### config.mk
export PLATFORM = sky130hd
export DESIGN_NAME = ofx_core
export DESIGN_NICKNAME = d
export VERILOG_FILES = /design/src/rtl/ofx_pkg.sv /design/src/rtl/ofx_seq.sv /design/src/rtl/ofx_pc.sv /design/src/rtl/ofx_adder.sv /design/src/rtl/ofx_core.sv
export SDC_FILE = /design/constraint.sdc
export NUM_CORES = 1
export LEC_CHECK = 0
export ABC_AREA = 1
export BUFFER_PORTS_ARGS = -buffer_cell sky130_fd_sc_hd__buf_4
export CAP_MARGIN = 20
export CORE_MARGIN = 1.5
export CORE_UTILIZATION = 54
export DETAILED_ROUTE_END_ITERATION = 6
export PLACE_DENSITY = 0.82
export SLEW_MARGIN = 20
export SYNTH_ARGS = -nofsm -noshare
export SYNTH_HDL_FRONTEND = slang
export SYNTH_SLANG_ARGS = --single-unit
### constraint.sdc
create_clock -name clk -period 4.83 [get_ports clk]
set_input_delay 0.483 -clock clk [delete_from_list [all_inputs] [get_ports clk]]
set_output_delay 0.483 -clock clk [all_outputs]
set_load 0.1 [all_outputs]
### src/rtl/ofx_pkg.sv
package ofx_pkg;

    localparam int DW = 8;

    typedef enum logic [1:0] {
        TS_T0  = 2'd0,
        TS_T1  = 2'd1,
        TS_T2  = 2'd2,
        TS_T02 = 2'd3
    } tstate_e;

    typedef enum logic [1:0] {
        PH_FETCH  = 2'd0,
        PH_DECODE = 2'd1,
        PH_FINISH = 2'd2
    } phase_e;

    typedef enum logic [2:0] {
        K_NONE = 3'd0,
        K_LDX  = 3'd1,
        K_LDA  = 3'd2,
        K_ADC  = 3'd3,
        K_STA  = 3'd4
    } kind_e;

    localparam logic [DW-1:0] OP_LDX_IMM = 8'hA2;
    localparam logic [DW-1:0] OP_LDA_IMM = 8'hA9;
    localparam logic [DW-1:0] OP_ADC_IMM = 8'h69;
    localparam logic [DW-1:0] OP_STA_ZP  = 8'h85;

    typedef struct packed {
        logic [DW-1:0] a;
        logic [DW-1:0] x;
        logic          c;
    } regs_t;

    typedef struct packed {
        logic          pend;
        logic [DW-1:0] val;
    } wback_t;

    function automatic kind_e classify(input logic [DW-1:0] op);
        kind_e k;
        case (op)
            OP_LDX_IMM: k = K_LDX;
            OP_LDA_IMM: k = K_LDA;
            OP_ADC_IMM: k = K_ADC;
            OP_STA_ZP:  k = K_STA;
            default:    k = K_NONE;
        endcase
        return k;
    endfunction

    function automatic logic needs_finish(input kind_e k);
        return (k == K_STA);
    endfunction

endpackage

### src/rtl/ofx_seq.sv
module ofx_seq
    import ofx_pkg::*;
(
    input  logic    clk,
    input  logic    rst,
    input  kind_e   rd_kind,
    output phase_e  phase,
    output tstate_e ts,
    output logic    poll
);

    phase_e phase_nx;

    always_comb begin
        case (phase)
            PH_FETCH:  phase_nx = PH_DECODE;
            PH_DECODE: phase_nx = needs_finish(rd_kind) ? PH_FINISH : PH_FETCH;
            default:   phase_nx = PH_FETCH;
        endcase
    end

    always_ff @(posedge clk) begin
        if (rst) phase <= PH_FETCH;
        else     phase <= phase_nx;
    end

    always_comb begin
        case (phase)
            PH_FETCH:  ts = TS_T1;
            PH_DECODE: ts = needs_finish(rd_kind) ? TS_T2 : TS_T02;
            default:   ts = TS_T0;
        endcase
    end

    assign poll = (ts == TS_T0) || (ts == TS_T02);

endmodule

### src/rtl/ofx_pc.sv
module ofx_pc #(
    parameter int            AW    = 16,
    parameter logic [AW-1:0] START = '0
) (
    input  logic          clk,
    input  logic          rst,
    input  logic          inc,
    output logic [AW-1:0] pc
);

    always_ff @(posedge clk) begin
        if (rst)      pc <= START;
        else if (inc) pc <= pc + AW'(1);
    end

endmodule

### src/rtl/ofx_adder.sv
module ofx_adder #(
    parameter int W = 8
) (
    input  logic [W-1:0] a,
    input  logic [W-1:0] b,
    input  logic         cin,
    output logic [W-1:0] sum,
    output logic         cout
);

    logic [W:0] carry;

    assign carry[0] = cin;

    for (genvar i = 0; i < W; i++) begin : g_bit
        assign sum[i]     = a[i] ^ b[i] ^ carry[i];
        assign carry[i+1] = (a[i] & b[i]) | (carry[i] & (a[i] ^ b[i]));
    end

    assign cout = carry[W];

endmodule

### src/rtl/ofx_core.sv
module ofx_core
    import ofx_pkg::*;
#(
    parameter int            AW         = 16,
    parameter logic [AW-1:0] START_ADDR = 16'h0010
) (
    input  logic          clk,
    input  logic          rst,
    input  logic          irq,
    input  logic [7:0]    mem_rdata,
    output logic [AW-1:0] mem_addr,
    output logic [7:0]    mem_wdata,
    output logic          mem_we,
    output logic [7:0]    reg_a,
    output logic [7:0]    reg_x,
    output logic          flag_c,
    output logic [1:0]    tstate,
    output logic          irq_pending
);

    localparam int ZPAD = AW - DW;

    kind_e         rd_kind;
    kind_e         ir_kind;
    phase_e        phase;
    tstate_e       ts;
    logic          poll;
    logic          pc_inc;
    logic [AW-1:0] pc;
    logic          retire_ok;
    regs_t         rf;
    wback_t        wb;
    logic [DW-1:0] add_sum;
    logic          add_cout;

    assign rd_kind = classify(mem_rdata);

    ofx_seq u_seq (
        .clk     (clk),
        .rst     (rst),
        .rd_kind (rd_kind),
        .phase   (phase),
        .ts      (ts),
        .poll    (poll)
    );

    assign pc_inc = (phase == PH_FETCH) || (phase == PH_DECODE);

    ofx_pc #(.AW(AW), .START(START_ADDR)) u_pc (
        .clk (clk),
        .rst (rst),
        .inc (pc_inc),
        .pc  (pc)
    );

    ofx_adder #(.W(DW)) u_add (
        .a    (rf.a),
        .b    (mem_rdata),
        .cin  (rf.c),
        .sum  (add_sum),
        .cout (add_cout)
    );

    // Finish phase: the zero-page byte arrives on read data and is the write address.
    assign mem_addr  = (phase == PH_FINISH) ? {{ZPAD{1'b0}}, mem_rdata} : pc;
    assign mem_we    = (phase == PH_FINISH);
    assign mem_wdata = rf.a;

    always_ff @(posedge clk) begin
        if (rst) begin
            rf          <= '0;
            wb          <= '0;
            ir_kind     <= K_NONE;
            retire_ok   <= 1'b0;
            irq_pending <= 1'b0;
        end else begin
            case (phase)
                PH_FETCH: begin
                    // Operand of the previous instruction is on read data now.
                    if (retire_ok) begin
                        case (ir_kind)
                            K_LDX: rf.x <= mem_rdata;
                            K_LDA: rf.a <= mem_rdata;
                            K_ADC: begin
                                rf.c    <= add_cout;
                                wb.val  <= add_sum;
                                wb.pend <= 1'b1;
                            end
                            default: ;
                        endcase
                    end
                end
                PH_DECODE: begin
                    ir_kind   <= rd_kind;
                    retire_ok <= 1'b1;
                    if (wb.pend) rf.a <= wb.val;
                    wb.pend   <= 1'b0;
                end
                default: ;
            endcase
            if (poll && irq) irq_pending <= 1'b1;
        end
    end

    assign reg_a  = rf.a;
    assign reg_x  = rf.x;
    assign flag_c = rf.c;
    assign tstate = ts;

endmodule

# --- Word level (Yosys, flattened, before mapping) ---
# Index checks and enable logic that the tools add are counted.
word_totals:
  ff_bits: 49
  output_inout_bits: 45
op_classes:
  add_sub_neg: 1
  eq_ne: 15
  n_mux: 15
  bitwise: 40
  n_reduce_logical: 10
op_table:
  columns: ["op", "n"]
  rows:
  - ["== test 8 bit, second input constant", 3]
  - ["2-to-1 mux 8 bit", 3]
  - ["2-to-1 mux 9 bit", 2]
  - ["2-to-1 mux 17 bit", 1]
  - ["adder 16 x 1 -> 16 bit, second input constant", 1]
  - ["bitwise AND 1 bit", 16]
  - ["2-to-1 mux 16 bit", 1]
  - ["one-hot mux 8 bit (2 select lines)", 1]
  - ["bitwise XOR 1 bit", 16]
  - ["one-hot mux 3 bit (4 select lines)", 1]
  - ["AND reduction 3 bit", 3]
  - ["== test 8 x 7 -> 1 bit, second input constant", 1]
  - ["OR 1 bit", 8]
  - ["one-hot mux 2 bit (2 select lines)", 2]
  - ["== test 3 x 2 -> 1 bit, second input constant", 2]
  - ["== test 2 bit, second input constant", 2]
  - ["zero test 2 bit", 2]
  - ["!= test 2 x 1 -> 1 bit, second input constant", 2]
  - ["!= test 2 bit, second input constant", 2]
  - ["AND reduction 4 bit", 1]
  - ["== test 3 x 1 -> 1 bit, second input constant", 1]
  - ["== test 3 bit, second input constant", 1]
  - ["== test 2 x 1 -> 1 bit, second input constant", 1]
  - ["logical OR 1 bit", 2]
  - ["5 further kinds", 6]

# --- Logic depth before layout (Yosys ltp) ---
logic_depth:
  depth_word: 20
  mapped_depth: 12

# --- Modules after synthesis ---
# From an unflattened synthesis, not the netlist that was laid out.
unflattened:
  hier_cells: 429
  area_unflattened_um2: 2884.0
by_module_without_submodules:
  columns: ["module", "instances", "cells_each", "area_per_inst_um2", "seq_area_each_um2"]
  rows:
  - ["ofx_core", 1, 269, 1714.1, 620.6]
  - ["ofx_pc", 1, 127, 880.8, 320.3]
  - ["ofx_adder", 1, 18, 197.7, 0.0]
  - ["ofx_seq", 1, 15, 91.3, 40.0]

# --- Worst setup path after synthesis ---
# Ideal clock, no wire load.
synth_path:
  path_kind: "reg-to-reg"
  startpoint: "reg, netlist name mem_wdata[0]"
  endpoint: "reg wb[7] in the netlist's numbering"
  setup_time_ns: 0.070
  arrival_time_ns: 3.889
  required_ns: 4.760
  path_slack_ns: 0.871
  path_stages_with_launch: 13
  n_path_buf: 0
  path_cell_list: "dfxtp_1 -> fa_1 -> inv_1 -> fa_1 -> inv_1 -> fa_1 -> fa_1 -> fa_1 -> fa_1 -> fa_1 -> inv_1 -> fa_1 -> a21oi_1"
synth_via:
  elab_chain_len: 16
synth_rtl:
  columns: ["item", "line_no", "source"]
  rows:
  - ["bitwise XOR 1 bit", "ofx_adder.sv:17", "assign carry[i+1] = (a[i] & b[i]) | (carry[i] & (a[i] ^ b[i]));"]
  - ["bitwise AND 1 bit", "ofx_adder.sv:17", null]
  - ["OR 1 bit *", "ofx_adder.sv:17", null]
  - ["bitwise AND 1 bit *", "ofx_adder.sv:17", null]
  - ["OR 1 bit *", "ofx_adder.sv:17", null]
  - ["bitwise AND 1 bit *", "ofx_adder.sv:17", null]
  - ["OR 1 bit *", "ofx_adder.sv:17", null]
  - ["bitwise AND 1 bit *", "ofx_adder.sv:17", null]
  - ["OR 1 bit *", "ofx_adder.sv:17", null]
  - ["bitwise AND 1 bit *", "ofx_adder.sv:17", null]
  - ["OR 1 bit *", "ofx_adder.sv:17", null]
  - ["bitwise AND 1 bit *", "ofx_adder.sv:17", null]
  - ["OR 1 bit *", "ofx_adder.sv:17", null]
  - ["bitwise AND 1 bit *", "ofx_adder.sv:17", null]
  - ["OR 1 bit *", "ofx_adder.sv:17", null]
  - ["bitwise XOR 1 bit *", "ofx_adder.sv:16", "assign sum[i] = a[i] ^ b[i] ^ carry[i];"]
  - ["end, declared", "ofx_core.sv:32", "wback_t wb;"]
# Every way passes the cells marked *; elsewhere a longest branch is shown, timed or not.
# A chain may end at the register's enable or synchronous reset.

# --- Final worst setup path ---
layout_path:
  startpoint: "reg, netlist name mem_wdata[0]"
  endpoint: "reg wb[7] in the netlist's numbering"
layout_via:
  elab_chain_len: 16
layout_rtl:
  columns: ["item", "line_no"]
  rows:
  - ["bitwise XOR 1 bit", "ofx_adder.sv:17"]
  - ["bitwise AND 1 bit", "ofx_adder.sv:17"]
  - ["OR 1 bit *", "ofx_adder.sv:17"]
  - ["bitwise AND 1 bit *", "ofx_adder.sv:17"]
  - ["OR 1 bit *", "ofx_adder.sv:17"]
  - ["bitwise AND 1 bit *", "ofx_adder.sv:17"]
  - ["OR 1 bit *", "ofx_adder.sv:17"]
  - ["bitwise AND 1 bit *", "ofx_adder.sv:17"]
  - ["OR 1 bit *", "ofx_adder.sv:17"]
  - ["bitwise AND 1 bit *", "ofx_adder.sv:17"]
  - ["OR 1 bit *", "ofx_adder.sv:17"]
  - ["bitwise AND 1 bit *", "ofx_adder.sv:17"]
  - ["OR 1 bit *", "ofx_adder.sv:17"]
  - ["bitwise AND 1 bit *", "ofx_adder.sv:17"]
  - ["OR 1 bit *", "ofx_adder.sv:17"]
  - ["bitwise XOR 1 bit *", "ofx_adder.sv:16"]
# Marked as above.

==> flow_summary.yaml <==
synth:
  synth-seq-cells: 49
  seq_area_frac_synth_pct: 38.3
  synth-xor-area-share_pct: 0.342
  synth.top_cell.area_share_pct: 38.3
  synth_largest_area_cell: "dfxtp_1"
  ys_types: 28
  avgSynthCellArea_sq_um: 7.07
  syn-num-nets: 382
  synth_compound_area_share_pct: 15.6
  syn_inst: 362
  synthSimpleGateAreaFrac_pct: 27.0
  synth_mux_area_share_pct: 0
  synth_top_family_by_area: "simple AND/OR/NAND/NOR gates"
  mappedNetlistArea_sq_um: 2560
  synthTopCellsByArea: "dfxtp_1, nor2_1, nand2_1, o21ai_0, fa_1"
  yosys_warnings: 0
  synth-adder-area-share_pct: 6.74
power_and_ir_drop:
  p_int_mw: 0.551
  cellLeakagePower_nw: 1.31
  combPwrFrac_pct: 19.4
  seqPwrFrac_pct: 50.9
  power_mw: 0.830
  pwr-share-clk_pct: 29.6
  switching_power_mw: 0.279
  p_per_area_nw_per_um2: 276
  swShare_pct: 33.6
  ir_drop_v: 0.000187
route:
  route.detailed.drc: 4
  ant_nets: 0
  routed_wl_um: 6340
  wire_per_inst_um: 13.8
  drtPass1Iterations: 7
  drt_iter0_markers: 191
  vias: 2486
  via_per_inst: 5.42
timing:
  clock_skew_ns: 0.0104
  tightest_slew_ns: 0.685
  setup_viol: 0
  final-hold-violation-count: 0
  maxClockFrequency_mhz: 272
  period_minus_slack_ns: 3.67
  period_share_pct: 76.1
  rsz0062_at_grt: "false"
  final_max_slew_viol_count: 0
  relSlewSlack_pct: 54.3
  whs_ns: 0.387
  finalSetupTns_ns: 0
cts:
  cts_resized: 0
  cts_buffer_depth: 2
  cts_buffers: 5
  cts_tree: "yes"
  cts_hold_buf: 0
  post_cts_buffers: 0
  cts-root-buf: "clkbuf_8"
  htreeDepth: 2
  clkLatencyLatePin_ns: 0.31
  clkSinkCount: 49
  clkTransAtPathRegs_ns: 0.10
finish:
  final_common_cell: "nor2_1"
  n_fill_cell: 407
  area_delta_synth_final_pct: 17.4
  drive_gt1_share_pct: 19.9
  layout_common_cells: "nor2_1, nand2_1, buf_4"
  final_nets: 426
  num_antenna_cells: 0
critical_path:
  cpPeakStageDelay_ns: 0.41
  path_cells: "fa_1 > inv_1 > fa_1 > inv_1 > fa_1 > fa_1 > fa_1 > fa_1 > fa_1 > inv_1 > fa_1 > a21oi_1"
  startpoint_type: "flip-flop"
  path_common_cell: "fa_1"
  critPathBufInv: 3
  cp_max_fo: 4
  cpMaxStageDelayCell: "fa_1"
  critical_path_arrival_ns: 3.92
  path_class: "flip-flop to flip-flop"
  cp-end-kind: "flip-flop"
  path_delay_family: "adder cells"
  cp.required_ns: 5.08
floorplanning:
  die_h_um: 71.9
  io_pins: 56
  coreArea_sq_um: 4440
  die-area_sq_um: 5160
  die_w_um: 71.9
  rows: 24
  start_util_pct: 57.6
grt:
  grt_pass1_wl_um: 10500
  grt_start_max_net_pins: 41
  overflow: 0
  grt_use_total_pct: 25.9
  antenna_found_initial: 0
  grt_pass1_vias: 2311
status:
  violations: "DRC"
  status: "finished with violations"
hold_path:
  hold_class: "input pin to flip-flop"
placed_design:
  gp_congestion: 0.927
  dp_hpwl_um: 4610
  io_buffers: 55
run:
  cap_violations: 0
-- per-stage QoR --
step                instances  setup WS, ns  utilization [%]  area (sq um)
finish                    459          1.16             67.6          3000
global route              459          1.01             67.6          3000
CTS                       458          1.17             67.3          2990
detailed placement        450         0.874             65.3          2900
global placement          450         0.950             65.3          2900
floorplan                 362         0.871                -          2560
-- Yosys cell counts --
master,instances
nor2_1,70
nand2_1,62
dfxtp_1,49
inv_1,40
o21ai_0,39
a21oi_1,21
nand3_1,10
buf_4,9
fa_1,8
o21ai_1,8
nor3_1,7
nor2_2,5
buf_2,4
buf_6,4
nand4_1,4
o21ai_2,4
a31oi_1,3
clkbuf_1,3
inv_2,3
ha_1,1
nand2_2,1
nand2_4,1
nand3_2,1
nor2_4,1
nor3_2,1
o22ai_1,1
or2_0,1
xor2_1,1
-- kinds of logic (layout without fill, tap and decap cells) --
kind of cell / count (synthesis) / after routing
and+or+nand+nor: 164 / 164
DFF: 49 / 49
buffers and inverters: 63 / 108
adders and majority gates: 9 / 9
AOI/OAI and AO/OA: 76 / 76
xor gates and xnor gates: 1 / 1
-- per-layer routing --
metal | share of wire (%) | wire length (um) | GRT usage (%)
met5 | 0 | 0 | 0
met4 | 2.0 | 126 | 9.85
met3 | 7.6 | 482 | 6.05
met2 | 46 | 2910 | 41.0
met1 | 44 | 2820 | 34.6
-- final cells by class --
class,count,area (sq um),area share (%)
clock buffers,6,72.6,2.42
repair buffers,57,435,14.5
multi-input cells,250,1270,42.4
well taps,52,65.1,2.17
clock inverters,2,15.0,0.500
inverters,43,161,5.37
flip-flops and latches,49,981,32.7
-- worst paths after layout --
check | depth (start not counted) | start | endpoint | slack [ns]
worst max-delay path | 12 | mem_wdata[0] | wb[7] | 1.16
worst min register to register | 2 | irq_pending | irq_pending | 0.49
worst max register to register | 12 | mem_wdata[0] | wb[7] | 1.16
worst min-delay path | 2 | rst | u_pc.pc[7] | 0.39
-- power groups by stage --
stage,sequential [mW],clock [mW],combinational [mW]
final,0.423,0.246,0.161
after global routing,0.424,0.265,0.172
after CTS,0.423,0.244,0.159
after detailed placement,0.432,0,0.159
after global placement,0.432,0,0.157
after floorplan,0.460,0,0.0966
-- sequential cells by signal, summed over array words and instances (netlist names) --
signal and flops:
u_pc.pc 16, wb 9, mem_wdata 8, reg_x 8, ir_kind 3, u_seq.phase 2
flag_c 1, irq_pending 1, retire_ok 1
Power figures use the tool's default switching activity.
